### src/rtl/fsr_pkg.sv
package fsr_pkg;
    localparam int STAT_W = 8;

    localparam int B_RDY  = 7;
    localparam int B_ESUS = 6;
    localparam int B_EERR = 5;
    localparam int B_PERR = 4;
    localparam int B_VLOW = 3;
    localparam int B_PSUS = 2;
    localparam int B_LOCK = 1;

    localparam logic [STAT_W-1:0] RST_VAL    = 8'h80;
    localparam logic [STAT_W-1:0] M_LIVE     = 8'hFE;
    localparam logic [STAT_W-1:0] M_WSM_CLR  = (8'h1 << B_RDY) | (8'h1 << B_ESUS) | (8'h1 << B_PSUS);
    localparam logic [STAT_W-1:0] M_ERR      = (8'h1 << B_EERR) | (8'h1 << B_PERR) |
                                               (8'h1 << B_VLOW) | (8'h1 << B_LOCK);
    localparam logic [STAT_W-1:0] M_ESUS_SET = (8'h1 << B_RDY) | (8'h1 << B_ESUS);
    localparam logic [STAT_W-1:0] M_PSUS_SET = (8'h1 << B_RDY) | (8'h1 << B_PSUS);

    typedef enum logic [0:0] {
        SNAP_IDLE = 1'b0,
        SNAP_HOLD = 1'b1
    } snap_st_e;
endpackage

### src/rtl/fsr_bits.sv
module fsr_bits
    import fsr_pkg::*;
(
    input  logic              clk,
    input  logic              rst_n,
    input  logic [STAT_W-1:0] wsm_set,
    input  logic [STAT_W-1:0] wsm_clr,
    input  logic              clr_cmd,
    input  logic              seq_err,
    input  logic              susp_erase,
    input  logic              susp_prog,
    input  logic              resume,
    output logic [STAT_W-1:0] stat
);
    logic [STAT_W-1:0] stat_q;
    logic [STAT_W-1:0] clr_vec;
    logic [STAT_W-1:0] set_vec;
    logic [STAT_W-1:0] stat_d;

    // Clear rights: state machine on its own bits, command on error bits,
    // resume on the innermost active suspend bit.
    always_comb begin
        clr_vec = wsm_clr & M_WSM_CLR;
        if (clr_cmd) begin
            clr_vec = clr_vec | M_ERR;
        end
        if (resume) begin
            if (stat_q[B_PSUS]) begin
                clr_vec[B_PSUS] = 1'b1;
            end else begin
                clr_vec[B_ESUS] = 1'b1;
            end
        end
    end

    always_comb begin
        set_vec = wsm_set;
        if (seq_err)    set_vec = set_vec | M_ERR;
        if (susp_erase) set_vec = set_vec | M_ESUS_SET;
        if (susp_prog)  set_vec = set_vec | M_PSUS_SET;
        set_vec = set_vec & M_LIVE;
    end

    // Set wins over clear.
    assign stat_d = (stat_q & ~clr_vec) | set_vec;

    always_ff @(posedge clk) begin
        if (!rst_n) begin
            stat_q <= RST_VAL;
        end else begin
            stat_q <= stat_d;
        end
    end

    assign stat = stat_q;

    // error bits never fall without the clear command.
    a_r3_err_sticky: assert property (@(posedge clk) disable iff (!rst_n)
        !clr_cmd |=> ((stat_q & M_ERR) & $past(stat_q & M_ERR)) == $past(stat_q & M_ERR));

    // sequence error raises all four error bits.
    a_r5_seqerr_sets: assert property (@(posedge clk) disable iff (!rst_n)
        seq_err |=> ((stat_q & M_ERR) == M_ERR));

    // erase suspend raises ready and erase-suspended.
    a_r6_erase_susp: assert property (@(posedge clk) disable iff (!rst_n)
        susp_erase |=> (stat_q[B_RDY] && stat_q[B_ESUS]));

    // program suspend raises ready and program-suspended.
    a_r6_prog_susp: assert property (@(posedge clk) disable iff (!rst_n)
        susp_prog |=> (stat_q[B_RDY] && stat_q[B_PSUS]));

    // resume with program suspended leaves erase-suspended untouched.
    a_r7_resume_inner: assert property (@(posedge clk) disable iff (!rst_n)
        (resume && stat_q[B_PSUS] && !susp_prog && wsm_set[B_PSUS] == 1'b0 && wsm_clr[B_ESUS] == 1'b0)
        |=> (!stat_q[B_PSUS] && stat_q[B_ESUS] == $past(stat_q[B_ESUS] | susp_erase | wsm_set[B_ESUS])));

    // reserved bit stays low.
    a_r2_bit0_low: assert property (@(posedge clk) disable iff (!rst_n)
        wsm_set[0] |=> !stat_q[0]);
endmodule

### src/rtl/fsr_snap.sv
module fsr_snap
    import fsr_pkg::*;
#(
    parameter int DATA_W = 16
) (
    input  logic              clk,
    input  logic              rst_n,
    input  logic              ce_n,
    input  logic              oe_n,
    input  logic [STAT_W-1:0] stat,
    output logic [DATA_W-1:0] rd_data,
    output logic              rd_drive
);
    localparam int PAD_W = DATA_W - STAT_W;

    snap_st_e          state_q;
    snap_st_e          state_d;
    logic [STAT_W-1:0] snap_q;
    logic              both_low;
    logic              capture;

    assign both_low = !ce_n && !oe_n;

    always_comb begin
        state_d = state_q;
        capture = 1'b0;
        unique case (state_q)
            SNAP_IDLE: begin
                if (both_low) begin
                    state_d = SNAP_HOLD;
                    capture = 1'b1;
                end
            end
            SNAP_HOLD: begin
                if (!both_low) begin
                    state_d = SNAP_IDLE;
                end
            end
            default: state_d = SNAP_IDLE;
        endcase
    end

    always_ff @(posedge clk) begin
        if (!rst_n) begin
            state_q <= SNAP_IDLE;
        end else begin
            state_q <= state_d;
        end
    end

    always_ff @(posedge clk) begin
        if (!rst_n) begin
            snap_q <= '0;
        end else if (capture) begin
            snap_q <= stat;
        end
    end

    always_comb begin
        rd_drive = 1'b0;
        rd_data  = '0;
        unique case (state_q)
            SNAP_IDLE: ;
            SNAP_HOLD: begin
                rd_drive = 1'b1;
                rd_data  = {{PAD_W{1'b0}}, snap_q};
            end
            default: ;
        endcase
    end

    // entering hold needs both strobes low at that edge.
    a_r9_capture_needs_both: assert property (@(posedge clk) disable iff (!rst_n)
        (state_q == SNAP_IDLE && !(!ce_n && !oe_n)) |=> state_q == SNAP_IDLE);

    // snapshot frozen across consecutive hold cycles.
    a_r9_snap_stable: assert property (@(posedge clk) disable iff (!rst_n)
        (state_q == SNAP_HOLD && !ce_n && !oe_n) |=> $stable(snap_q));

    // upper byte of a driven word is zero.
    a_r10_upper_zero: assert property (@(posedge clk) disable iff (!rst_n)
        rd_drive |-> rd_data[DATA_W-1:STAT_W] == '0);
endmodule

### src/rtl/fsr_top.sv
module fsr_top
    import fsr_pkg::*;
#(
    parameter int DATA_W = 16
) (
    input  logic              clk,
    input  logic              rst_n,
    input  logic [7:0]        wsm_set,
    input  logic [7:0]        wsm_clr,
    input  logic              clr_cmd,
    input  logic              seq_err,
    input  logic              susp_erase,
    input  logic              susp_prog,
    input  logic              resume,
    input  logic              ce_n,
    input  logic              oe_n,
    output logic [DATA_W-1:0] rd_data,
    output logic              rd_drive
);
    logic [STAT_W-1:0] stat;

    fsr_bits u_bits (
        .clk        (clk),
        .rst_n      (rst_n),
        .wsm_set    (wsm_set),
        .wsm_clr    (wsm_clr),
        .clr_cmd    (clr_cmd),
        .seq_err    (seq_err),
        .susp_erase (susp_erase),
        .susp_prog  (susp_prog),
        .resume     (resume),
        .stat       (stat)
    );

    fsr_snap #(.DATA_W(DATA_W)) u_snap (
        .clk      (clk),
        .rst_n    (rst_n),
        .ce_n     (ce_n),
        .oe_n     (oe_n),
        .stat     (stat),
        .rd_data  (rd_data),
        .rd_drive (rd_drive)
    );

    // nothing is driven in the cycle right after reset.
    a_r1_idle_after_reset: assert property (@(posedge clk)
        !rst_n |=> !rd_drive);
endmodule

### config.mk
export PLATFORM = sky130hd
export DESIGN_NAME = fsr_top
export DESIGN_NICKNAME = d
export VERILOG_FILES = /design/src/rtl/fsr_pkg.sv /design/src/rtl/fsr_bits.sv /design/src/rtl/fsr_snap.sv /design/src/rtl/fsr_top.sv
export SDC_FILE = /design/constraint.sdc
export NUM_CORES = 1
export LEC_CHECK = 0
export BUFFER_PORTS_ARGS = -buffer_cell sky130_fd_sc_hd__buf_2
export CAP_MARGIN = 0
export CORE_UTILIZATION = 38
export DETAILED_ROUTE_END_ITERATION = 7
export GPL_TIMING_DRIVEN = 0
export PLACE_DENSITY = 0.73
export SYNTH_ARGS = -nofsm -noshare
export SYNTH_HDL_FRONTEND = slang
export SYNTH_HIERARCHICAL = 1
export SYNTH_SLANG_ARGS = --single-unit
### constraint.sdc
create_clock -name clk -period 1 [get_ports clk]
set_input_delay 0.2 -clock clk [delete_from_list [all_inputs] [get_ports clk]]
set_output_delay 0.2 -clock clk [all_outputs]
set_load 0.03 [all_outputs]
==> flow_summary_export.csv <==
group,metric,value,unit
logic_synthesis,synth_edf_count,0,
critical_path,path_delay_family,"flip-flops",
power,irDropWorstVdd,802,uV
logic_synthesis,synthTopCellsByArea,"dfxtp_1 (42%), mux2i_1 (10%), buf_4 (8.8%), and2_2 (7.8%), nand2_1 (7.8%)",
die,fp.coreArea,1820,um2
sta,hold_violations,0,
critical_path,path_buf_inv,2,
logic_synthesis,synth-xor-area-share,0,
drt,drc_errors,0,
placed_design,gp_congestion,0.658,
critical_path,crit_required,800,ps
logic_synthesis,synth-compound-area-share,0.0877,
cells_and_area,regArea,324,um2
cts,cts_tree,"yes",
cells_and_area,final_cell_area,1120,um2
logic_synthesis,synth_cell_types,15,
cells_and_area,fillCellCount,171,
cts,h-tree-depth,1,
logic_synthesis,avgSynthCellArea,9.76,um2
sta,period_needed,1230,ps
cells_and_area,drive_gt1_frac,0.512,
logic_synthesis,syn_inst,79,
cts,clock_latency,280,ps
worst_hold_path,hp-class,"primary input to register",
die,pin_count,42,
logic_synthesis,synth-adder-area-share,0,
cells_and_area,multi_input_area,405,um2
placed_design,dp_slack,-109,ps
logic_synthesis,synth_top_flop_cell,"dfxtp_1",
critical_path,max_stage_delay,360,ps
sta,finalSetupViolCount,17,
placed_design,placed_area,967,um2
sta,finalClockSkew,7.19,ps
cts,clock_sinks,16,
critical_path,cp-end-kind,"output pin",
sta,rsz0062_at_grt,"yes",
sta,finalWorstSetupSlack,-225,ps
global_routing,grt_pass1_wl,2100,um
logic_synthesis,synthDominantAreaCellType,"dfxtp_1",
cells_and_area,nets,147,
cts,clockBufferDepth,2,
cells_and_area,final_core_util,0.614,
die,start_util,0.423,
power,powerDensity,1150,nW/um2
logic_synthesis,synthArstFlopShare,0,
die,chipHeight,47.0,um
cells_and_area,diodes,0,
logic_synthesis,yosysWarnings,6,
critical_path,crit_slowest_cell,"dfxtp_4",
cts,ctsHoldBuffers,0,
die,die-area,2210,um2
drt,drt.antenna.violating_nets,0,
logic_synthesis,synth.area.mux_share,0.104,
logic_synthesis,synth_seq_cells,16,
sta,hold_slack,75.3,ps
logic_synthesis,synth_commonest_cells,"dfxtp_1 (16), nand2_1 (16), buf_4 (9)",
cts,path_clk_slew,90,ps
power,finalPower,1.28,mW
drt,vias,630,
cells_and_area,syn_to_final_growth,45.1,%
drt,avgViaCountPerCell,4.32,
critical_path,critical_path_arrival,1030,ps
sta,slew_violations,0,
cts,numCtsBuffers,3,
critical_path,critPathKind,"register to output pin",
global_routing,grt_usage,0.139,
logic_synthesis,synth_seq_area_share,0.416,
logic_synthesis,synth_top_family_by_area,"simple AND/OR/NAND/NOR gates",
drt,wl,1290,um
global_routing,antenna_found_initial,0,
sta,fmax,816,MHz
die,dieWidth,47.0,um
flow_run,drv_cap,0,
global_routing,grt_pass1_vias,543,
critical_path,critPathLaunchType,"register",
critical_path,critPathMaxFanout,5,
global_routing,grt_max_degree,11,
placed_design,hpwl,1020,um
power,static-leakage-power,0.528,nW
drt,first_iter_violations,12,
drt,wl_per_cell,8.82,um
cts,clockRootBuffer,"clkbuf_4",
drt,drt-pass1-iter-count,2,
outcome,outcome,"finished with violations",
outcome,violations,"negative setup slack",
placed_design,port_buffers,27,
global_routing,grt-ovfl-total,0,
critical_path,path_cells,"buf_12 > and2_4 > buf_6",
sta,fin_crit_sh,1.23,
die,rows,15,
logic_synthesis,netlist.area_leader.share,0.416,
logic_synthesis,synthSimpleGateAreaFrac,0.278,
logic_synthesis,syn-cell-area,771,um2
[cell families after synthesis]
kind of cell	count (synthesis)
AND/OR/NAND/NOR	34
flip-flops	16
buffers and inverters	12
multiplexers	8
AO/OA/AOI/OAI	7
other	2
[per-stage QoR]
| step | setup TNS (ps) | cells |
|---|---|---|
| final | -2760 | 146 |
| after global routing | -3390 | 146 |
| after CTS | -3280 | 146 |
| after detailed placement | -778 | 138 |
| after global placement | -727 | 138 |
| after floorplan | -61.3 | 86 |
[registers in the layout, indices dropped and copies added, names as in the netlist]
signal	count
u_snap/state_q	1
u_bits/stat	7
u_snap/snap_q	8
[final timing paths]
path / cells after the start / end / slack, ps / startpoint
worst min-delay path: 2 / u_bits/stat[7] / 80 / wsm_clr[7]
worst min register to register: 2 / u_snap/snap_q[6] / 450 / u_bits/stat[6]
worst max-delay path: 3 / rd_data[6] / -230 / u_snap/state_q
worst max register to register: 5 / u_snap/snap_q[1] / -120 / u_snap/state_q
[power breakdown]
part	total [mW]	switching [mW]	internal [mW]
sequential	0.689	0.0184	0.671
combinational	0.254	0.125	0.129
clock	0.341	0.186	0.155
total	1.28	0.329	0.955
[worst reg2reg max path, stage by stage, from the launching register on]
cell     delay (ps)
dfxtp_4         360
buf_6           120
buf_6           110
nor3_4          140
buf_12          160
mux2i_1         170
[metal layers]
metal,vias to the layer above,GRT usage,share of wire
met2,33,0.242,0.48
met5,-,0,0
met4,0,0.0686,0.0070
met1,266,0.151,0.44
met3,2,0.0462,0.071
li1,329,-,-
[layout make-up]
cell class                 count  area share
sequential                    16       0.290
clock buffer                   4      0.0235
tap                           25      0.0280
buffer                        11      0.0694
inverter                       1     0.00336
multi-input combinational     58       0.362
timing repair buffer          31       0.224
[repair_timing]
action | 4_1_cts | 5_1_grt
pin swaps | 9 | 1
gates resized for setup | 29 | 0
hold endpoints to repair | 0 | 0
buffers inserted | 4 | 0
endpoints found under the setup margin | 17 | 17
[placed cells by master (no fill, tap or decap)]
cell type	synthesis	final
nor3b_1	3	3
nor4b_4	1	1
and2_4	0	8
nor3_4	1	1
buf_12	0	2
dfxtp_4	0	1
buf_4	9	10
clkbuf_4	0	3
buf_2	2	20
inv_1	1	1
o21ai_2	1	1
o31a_2	5	5
clkbuf_1	0	1
o31a_1	1	1
mux2i_1	8	8
buf_6	0	10
conb_1	2	9
nor2b_1	5	5
dfxtp_1	16	15
nand2_1	16	16
Power figures use the tool's default switching activity.
